## src/rtl/rlq_pkg.sv

```systemverilog
package rlq_pkg;
   localparam int CHAR_W  = 8;
   localparam int LINE_FW = 4;
   localparam int CFG_OUT_W = 7;

   typedef struct packed {
      logic              ovr;
      logic              ferr;
      logic              perr;
      logic [LINE_FW-1:0] line;
      logic [CHAR_W-1:0]  ch;
   } rlq_entry_t;

   localparam int WORD_W = $bits(rlq_entry_t) + 1;

   typedef struct packed {
      logic       en;
      logic [3:0] baud;
      logic       odd;
      logic       par;
      logic       stop;
      logic [1:0] size;
   } rlq_lcfg_t;

   localparam logic [3:0] BAUD_KEEP = 4'hF;

   function automatic logic [CHAR_W-1:0] size_mask(input logic [1:0] sz);
      return 8'hFF >> (2'd3 - sz);
   endfunction
endpackage

```

## src/rtl/rlq_capture.sv

```systemverilog
module rlq_capture #(
   parameter int LINE_IDX = 0
) (
   input  logic                   in_valid,
   input  logic [7:0]             in_char,
   input  logic                   in_perr,
   input  logic                   in_ferr,
   input  logic                   rx_en,
   input  logic [1:0]             char_size,
   output logic                   req,
   output rlq_pkg::rlq_entry_t    ent
);
   assign req = in_valid & rx_en;

   always_comb begin
      ent      = '0;
      ent.ferr = in_ferr;
      ent.perr = in_perr;
      ent.line = rlq_pkg::LINE_FW'(LINE_IDX);
      ent.ch   = in_char & rlq_pkg::size_mask(char_size);
   end
endmodule

```

## src/rtl/rlq_slotter.sv

```systemverilog
module rlq_slotter #(
   parameter int NLINES = 4,
   parameter int DEPTH  = 64,
   localparam int AW = $clog2(DEPTH),
   localparam int CW = $clog2(DEPTH + 1),
   localparam int NW = $clog2(NLINES + 1)
) (
   input  logic [NLINES-1:0]    req,
   input  logic [CW-1:0]        fill,
   output logic [NLINES-1:0]    wr_en,
   output logic [NLINES*AW-1:0] slot,
   output logic [NW-1:0]        nwr,
   output logic                 drop
);
   localparam int SW = $clog2(DEPTH + NLINES + 1);

   always_comb begin
      logic [SW-1:0] acc;
      acc   = '0;
      wr_en = '0;
      slot  = '0;
      drop  = 1'b0;
      for (int i = 0; i < NLINES; i++) begin
         slot[i*AW +: AW] = acc[AW-1:0];
         if (req[i]) begin
            if (SW'(fill) + acc < SW'(DEPTH)) begin
               wr_en[i] = 1'b1;
               acc      = acc + SW'(1);
            end else begin
               drop = 1'b1;
            end
         end
      end
      nwr = NW'(acc);
   end
endmodule

```

## src/rtl/rlq_store.sv

```systemverilog
module rlq_store #(
   parameter int NLINES = 4,
   parameter int DEPTH  = 64,
   localparam int AW = $clog2(DEPTH),
   localparam int CW = $clog2(DEPTH + 1),
   localparam int NW = $clog2(NLINES + 1)
) (
   input  logic                                 clk,
   input  logic                                 rst_n,
   input  logic [NLINES-1:0]                    wr_en,
   input  logic [NLINES*AW-1:0]                 slot,
   input  rlq_pkg::rlq_entry_t [NLINES-1:0]     ents,
   input  logic [NW-1:0]                        nwr,
   input  logic                                 pop,
   output logic [CW-1:0]                        fill,
   output rlq_pkg::rlq_entry_t                  head
);
   rlq_pkg::rlq_entry_t mem [DEPTH];
   logic [AW-1:0] wp_q, rp_q;
   logic [CW-1:0] fill_q;
   logic          pop_ok;

   assign pop_ok = pop && (fill_q != '0);

   always_ff @(posedge clk) begin
      for (int i = 0; i < NLINES; i++) begin
         if (wr_en[i]) mem[wp_q + slot[i*AW +: AW]] <= ents[i];
      end
   end

   always_ff @(posedge clk) begin
      if (!rst_n) begin
         wp_q   <= '0;
         rp_q   <= '0;
         fill_q <= '0;
      end else begin
         wp_q   <= wp_q + AW'(nwr);
         rp_q   <= rp_q + AW'(pop_ok);
         fill_q <= fill_q + CW'(nwr) - CW'(pop_ok);
      end
   end

   assign fill = fill_q;
   assign head = mem[rp_q];
endmodule

```

## src/rtl/rx_line_queue.sv

```systemverilog
module rx_line_queue #(
   parameter int NLINES = 4,
   parameter int DEPTH  = 64
) (
   input  logic                  clk,
   input  logic                  rst_n,
   input  logic [NLINES-1:0]     line_valid,
   input  logic [NLINES*8-1:0]   line_char,
   input  logic [NLINES-1:0]     line_perr,
   input  logic [NLINES-1:0]     line_ferr,
   input  logic                  lp_wr,
   input  logic [13:0]           lp_data,
   input  logic                  ctl_wr,
   input  logic                  ctl_rie,
   input  logic                  rbuf_pop,
   output logic [15:0]           rbuf_word,
   output logic                  rx_done,
   output logic                  rx_irq,
   output logic [NLINES*7-1:0]   line_cfg
);
   import rlq_pkg::*;

   localparam int AW = $clog2(DEPTH);
   localparam int CW = $clog2(DEPTH + 1);
   localparam int NW = $clog2(NLINES + 1);

   if (NLINES < 2 || NLINES > 16) begin : g_bad_lines
      $error("rx_line_queue: NLINES must be 2..16");
   end
   if ((DEPTH & (DEPTH - 1)) != 0 || DEPTH < NLINES) begin : g_bad_depth
      $error("rx_line_queue: DEPTH must be a power of two and at least NLINES");
   end
   if (WORD_W != 16) begin : g_bad_word
      $error("rx_line_queue: entry layout must fill 16 bits");
   end

   // Line parameter register file
   rlq_lcfg_t         cfg_q [NLINES];
   logic [3:0]        lp_line;
   logic [3:0]        lp_baud;
   logic [NLINES-1:0] rx_en_vec;
   logic              rie_q;

   assign lp_line = lp_data[3:0];
   assign lp_baud = lp_data[12:9];

   always_ff @(posedge clk) begin
      for (int i = 0; i < NLINES; i++) begin
         if (!rst_n) begin
            cfg_q[i] <= '0;
         end else if (lp_wr && lp_line == 4'(i)) begin
            cfg_q[i].size <= lp_data[5:4];
            cfg_q[i].stop <= lp_data[6];
            cfg_q[i].par  <= lp_data[7];
            cfg_q[i].odd  <= lp_data[8];
            cfg_q[i].en   <= lp_data[13];
            if (lp_baud != BAUD_KEEP) cfg_q[i].baud <= lp_baud;
         end
      end
   end

   always_ff @(posedge clk) begin
      if (!rst_n)      rie_q <= 1'b0;
      else if (ctl_wr) rie_q <= ctl_rie;
   end

   // Per-line capture
   logic [NLINES-1:0]         cap_req;
   rlq_entry_t [NLINES-1:0]   cap_ent;

   for (genvar g = 0; g < NLINES; g++) begin : g_line
      rlq_capture #(.LINE_IDX(g)) u_cap (
         .in_valid  (line_valid[g]),
         .in_char   (line_char[g*8 +: 8]),
         .in_perr   (line_perr[g]),
         .in_ferr   (line_ferr[g]),
         .rx_en     (cfg_q[g].en),
         .char_size (cfg_q[g].size),
         .req       (cap_req[g]),
         .ent       (cap_ent[g])
      );
      assign rx_en_vec[g] = cfg_q[g].en;
      assign line_cfg[g*7 +: 7] = {cfg_q[g].baud, cfg_q[g].odd, cfg_q[g].par, cfg_q[g].stop};
   end

   // Slot assignment in ascending line order
   logic [NLINES-1:0]    wr_en;
   logic [NLINES*AW-1:0] slot;
   logic [NW-1:0]        nwr;
   logic                 drop;
   logic [CW-1:0]        fill_w;

   rlq_slotter #(.NLINES(NLINES), .DEPTH(DEPTH)) u_slot (
      .req   (cap_req),
      .fill  (fill_w),
      .wr_en (wr_en),
      .slot  (slot),
      .nwr   (nwr),
      .drop  (drop)
   );

   // Overrun carried to the next written entry
   logic ovr_q;
   rlq_entry_t [NLINES-1:0] ent_w;

   always_comb begin
      for (int i = 0; i < NLINES; i++) begin
         ent_w[i]     = cap_ent[i];
         ent_w[i].ovr = ovr_q && (slot[i*AW +: AW] == '0);
      end
   end

   always_ff @(posedge clk) begin
      if (!rst_n)          ovr_q <= 1'b0;
      else if (drop)       ovr_q <= 1'b1;
      else if (nwr != '0)  ovr_q <= 1'b0;
   end

   rlq_entry_t head;

   rlq_store #(.NLINES(NLINES), .DEPTH(DEPTH)) u_store (
      .clk   (clk),
      .rst_n (rst_n),
      .wr_en (wr_en),
      .slot  (slot),
      .ents  (ent_w),
      .nwr   (nwr),
      .pop   (rbuf_pop),
      .fill  (fill_w),
      .head  (head)
   );

   assign rx_done   = (fill_w != '0);
   assign rbuf_word = rx_done ? {1'b1, head} : '0;
   assign rx_irq    = rx_done & rie_q;
endmodule

```

## config.mk

```make
export PLATFORM = sky130hd
export DESIGN_NAME = rx_line_queue
export DESIGN_NICKNAME = d
export VERILOG_FILES = /design/src/rtl/rlq_pkg.sv /design/src/rtl/rlq_capture.sv /design/src/rtl/rlq_slotter.sv /design/src/rtl/rlq_store.sv /design/src/rtl/rx_line_queue.sv
export SDC_FILE = /design/constraint.sdc
export NUM_CORES = 2
export LEC_CHECK = 0
export BUFFER_PORTS_ARGS = -buffer_cell sky130_fd_sc_hd__buf_2
export CAP_MARGIN = 20
export CORE_MARGIN = 2
export CORE_UTILIZATION = 45
export DETAILED_ROUTE_END_ITERATION = 6
export PLACE_DENSITY_LB_ADDON = 0.08
export SETUP_SLACK_MARGIN = 0.15
export SLEW_MARGIN = 20
export SYNTH_ARGS = -nofsm -noshare
export SYNTH_HDL_FRONTEND = slang
export SYNTH_SLANG_ARGS = --single-unit
```

## constraint.sdc

```tcl
create_clock -name clk -period 6.8 [get_ports clk]
set_input_delay 0.68 -clock clk [delete_from_list [all_inputs] [get_ports clk]]
set_output_delay 0.68 -clock clk [all_outputs]
set_load 0.02 [all_outputs]
```

==> run_results.csv <==
group,metric,value,unit
status,status,"completed",
die,die_area,142000,sq um
placement,dp_slack,182,ps
drt,num_vias,52823,
die,row_count,137,
drt,drtAntennaViolNets,0,
critical_path,required,7240,ps
placement,detailed_place_hpwl,182000,um
placement,routabilityCongestion,1.02,
drt,wl_per_cell,37.1,um
power,ir_worst_vdd,0.000227,V
worst_hold_path,hold_class,"in2reg",
timing,finalHoldViolCount,0,
synth,synth_cell_types,80,
synth,synth_top_cell_by_area,"edfxtp_1",
critical_path,reg2reg_from,"u_store.fill[1]",
drt,routed_wirelength,285000,um
finish,instances_no_fill,7683,
timing,fin_skew,22.1,ps
die,start_util,45.1,%
cts,htreeDepth,3,
synth,synth_area_leaders,"edfxtp_1 36%, mux2i_1 15%, mux4_2 9.8%",
critical_path,rrSetupSlack,340,ps
cts,cts.sinks,893,
synth,synthArstFlopShare,0,%
die,die_w,377,um
timing,setup_tns,0,ps
critical_path,crit_path_max_fanout,10,
timing,tightest_slew,1270,ps
critical_path,critical_path.top_delay_family,"simple AND/OR/NAND/NOR gates",
timing,period_minus_slack,6460,ps
finish,layout.nets,5808,
cts,cts_tree,"done",
finish,syn_to_final_growth,9.95,%
grt,antenna_found_initial,31,
critical_path,path_cells,"and4_1 -> a21oi_1 -> ha_1 -> nand2_1 -> inv_1 -> ha_1 -> inv_1 -> o32ai_1 -> a22oi_1 -> nand2_1 -> ha_1 -> fa_1 -> xnor2_1 -> nor2_1 -> nand4_1 -> buf_4 -> nor2_1 -> nand4_2 -> buf_4 -> mux2i_1",
finish,final_cell_mix,"954 x mux2i_1, 744 x edfxtp_1, 549 x nand2_1, 420 x o21ai_0, 381 x nor2_1",
synth,yosysTopAreaCellShare,35.6,%
critical_path,cp_slowest_cell,"nand4_2",
drt,drc,0,
placement,dpl_cell_area,65500,sq um
grt,grt_pass1_wl,396000,um
die,core_area,139000,sq um
finish,layout-drive-gt1-share,23.3,%
grt,grt_overflow,0,
drt,firstDrtPassIters,6,
cts,numCtsBuffers,107,
finish,mostFrequentLayoutCell,"mux2i_1",
critical_path,start_kind,"flop",
critical_path,r2r_cells,20,
synth,yosysWarnings,0,
cts,worstSkewPairLatency,740,ps
critical_path,critPathArrivalTime,6900,ps
finish,seq_area,25300,sq um
timing,rsz0062_at_grt,"false",
synth,yosysSeqAreaShare,40.4,%
timing,setup_viol,0,
grt,grt_max_degree,70,
worst_hold_path,hold_end,"rie_q",
power,power_leakage,26.6,nW
finish,fin_area,69000,sq um
critical_path,crit_path_frequent_cell,"ha_1",
synth,synth_cells,5905,
cts,clk_pin_slew,70,ps
die,num_io_pins,110,
timing,whs,193,ps
synth,synth-seq-cells,893,
grt,grt_pass1_vias,49730,
timing,period_share,95.0,%
worst_hold_path,whs_path_depth,3,
cts,cts_buffer_depth,3,
run,maxCapViolCount,0,
critical_path,slowest_delay,510,ps
timing,maxSlewViolCount,0,
synth,avgSynthCellArea,10.6,sq um
cts,root_buffer,"clkbuf_16",
finish,n_fill_cell,12672,
timing,slew-limit-headroom,14.4,%
critical_path,cp_num_buf_inv,4,
timing,setup_ws,343,ps
placement,portBuffers,107,
grt,grt_usage,39.4,%
critical_path,endpoint_kind,"flop",
synth,synth.cell_area,62800,sq um
timing,fmax,0.155,GHz
critical_path,path_class,"reg2reg",
die,die_height,377,um
cts,post_cts.repair.setup_buffers,0,
drt,vias_per_cell,6.88,
placement,dp_cells,7477,
power,powerDensity,251,nW/um^2
synth,synth-main-ff-cell,"edfxtp_1",
critical_path,timing.rr.end,"u_store.mem[14][6]",
worst_hold_path,holdCritStartpoint,"ctl_rie",
drt,first_iter_violations,8038,
synth,synth_edf_count,744,
finish,multi_input_area,34400,sq um
[metrics by stage]
stage	total power, W	utilization, %
2_1_floorplan	0.00939	-
3_3_place_gp	0.0114	47.1
3_5_place_dp	0.0114	47.1
4_1_cts	0.0172	49.6
5_1_grt	0.0177	49.6
6_report	0.0173	49.6
[cell usage after synthesis, types with 6 or more instances]
cell type,instances
a211oi_1,11
a211oi_2,11
a21boi_0,52
a21o_1,7
a21oi_1,378
and2_1,58
and3_1,25
and4_1,6
buf_1,55
buf_2,150
buf_4,59
buf_6,14
clkbuf_1,479
dfxtp_1,149
edfxtp_1,744
ha_1,30
inv_1,31
mux2_1,38
mux2_2,271
mux2i_1,954
mux4_2,273
nand2_1,553
nand3_1,198
nand3b_1,20
nand4_1,64
nand4_2,49
nand4_4,13
nor2_1,384
nor2b_1,8
nor3_1,24
nor3_2,25
nor4_1,21
nor4_2,10
o211ai_1,177
o21a_1,9
o21ai_0,424
o21ai_1,17
or3_1,6
or4_1,14
xnor2_1,16
xor2_1,11
[sequential cells by signal, summed over array words and instances, names as in the netlist]
name / cells
u_store.wp_q: 6
u_store.fill: 7
cfg_q: 40
u_store.rp_q: 6
u_store.mem: 832
rie_q: 1
ovr_q: 1
[metal layers]
metal / share of wire, % / track usage, % / vias to the layer above / routed length, um
met5: 0.042 / 0 / - / 119
li1: - / - / 21722 / -
met3: 12 / 9.62 / 849 / 32900
met1: 39 / 52.6 / 26486 / 111000
met2: 43 / 57.9 / 3750 / 122000
met4: 6.7 / 23.1 / 16 / 19000
[worst register-to-register path, cell delays in order, from the launching register on]
cell and delay [ps]:
dfxtp_1 480, and4_1 390, a21oi_1 140, ha_1 210
nand2_1 160, inv_1 150, ha_1 320, inv_1 210
o32ai_1 120, a22oi_1 480, nand2_1 310, ha_1 310
fa_1 470, xnor2_1 170, nor2_1 450, nand4_1 300
buf_4 250, nor2_1 250, nand4_2 510, buf_4 380
mux2i_1 120
[cell type report]
| class | count | share of cell area (%) |
|---|---|---|
| tap | 1876 | 3.40 |
| clock buffer | 150 | 4.39 |
| clock inverter | 51 | 0.645 |
| multi-input combinational | 4222 | 49.8 |
| inverter | 34 | 0.187 |
| sequential | 893 | 36.7 |
| antenna | 5 | 0.0181 |
| timing repair buffer | 452 | 4.80 |
[where the power goes]
group | switching [W] | total (W) | internal, W
clock | 0.00254 | 0.00590 | 0.00336
sequential | 0.000224 | 0.00643 | 0.00620
combinational | 0.00324 | 0.00500 | 0.00177
[cell families after synthesis]
logic type | share of synthesized area [%]
buf+inv | 5.55
other cells | 0.00598
xor+xnor | 0.465
simple gates | 12.0
mux | 30.6
compound gates | 10.3
flops | 40.4
fa+ha+maj | 0.726
[how the worst max path moves through the flow]
stage,to,start,slack [ps],depth (start not counted)
after floorplan,u_store.fill[5],line_valid[0],400,30
after global placement,u_store.fill[6],line_valid[0],210,29
after detailed placement,u_store.mem[30][6],line_valid[0],180,19
after CTS,u_store.mem[30][12],u_store.fill[1],490,18
after global routing,u_store.mem[25][7],u_store.fill[1],120,21
final,u_store.mem[14][6],u_store.fill[1],340,20
[repair_timing]
action / 4_1_cts / 5_1_grt
resized for setup: 0 / 2
hold endpoints to repair: 0 / 0
hold buffers: 0 / 0
endpoints found under the setup margin: 0 / 12
(Power assumes the default switching activity.)
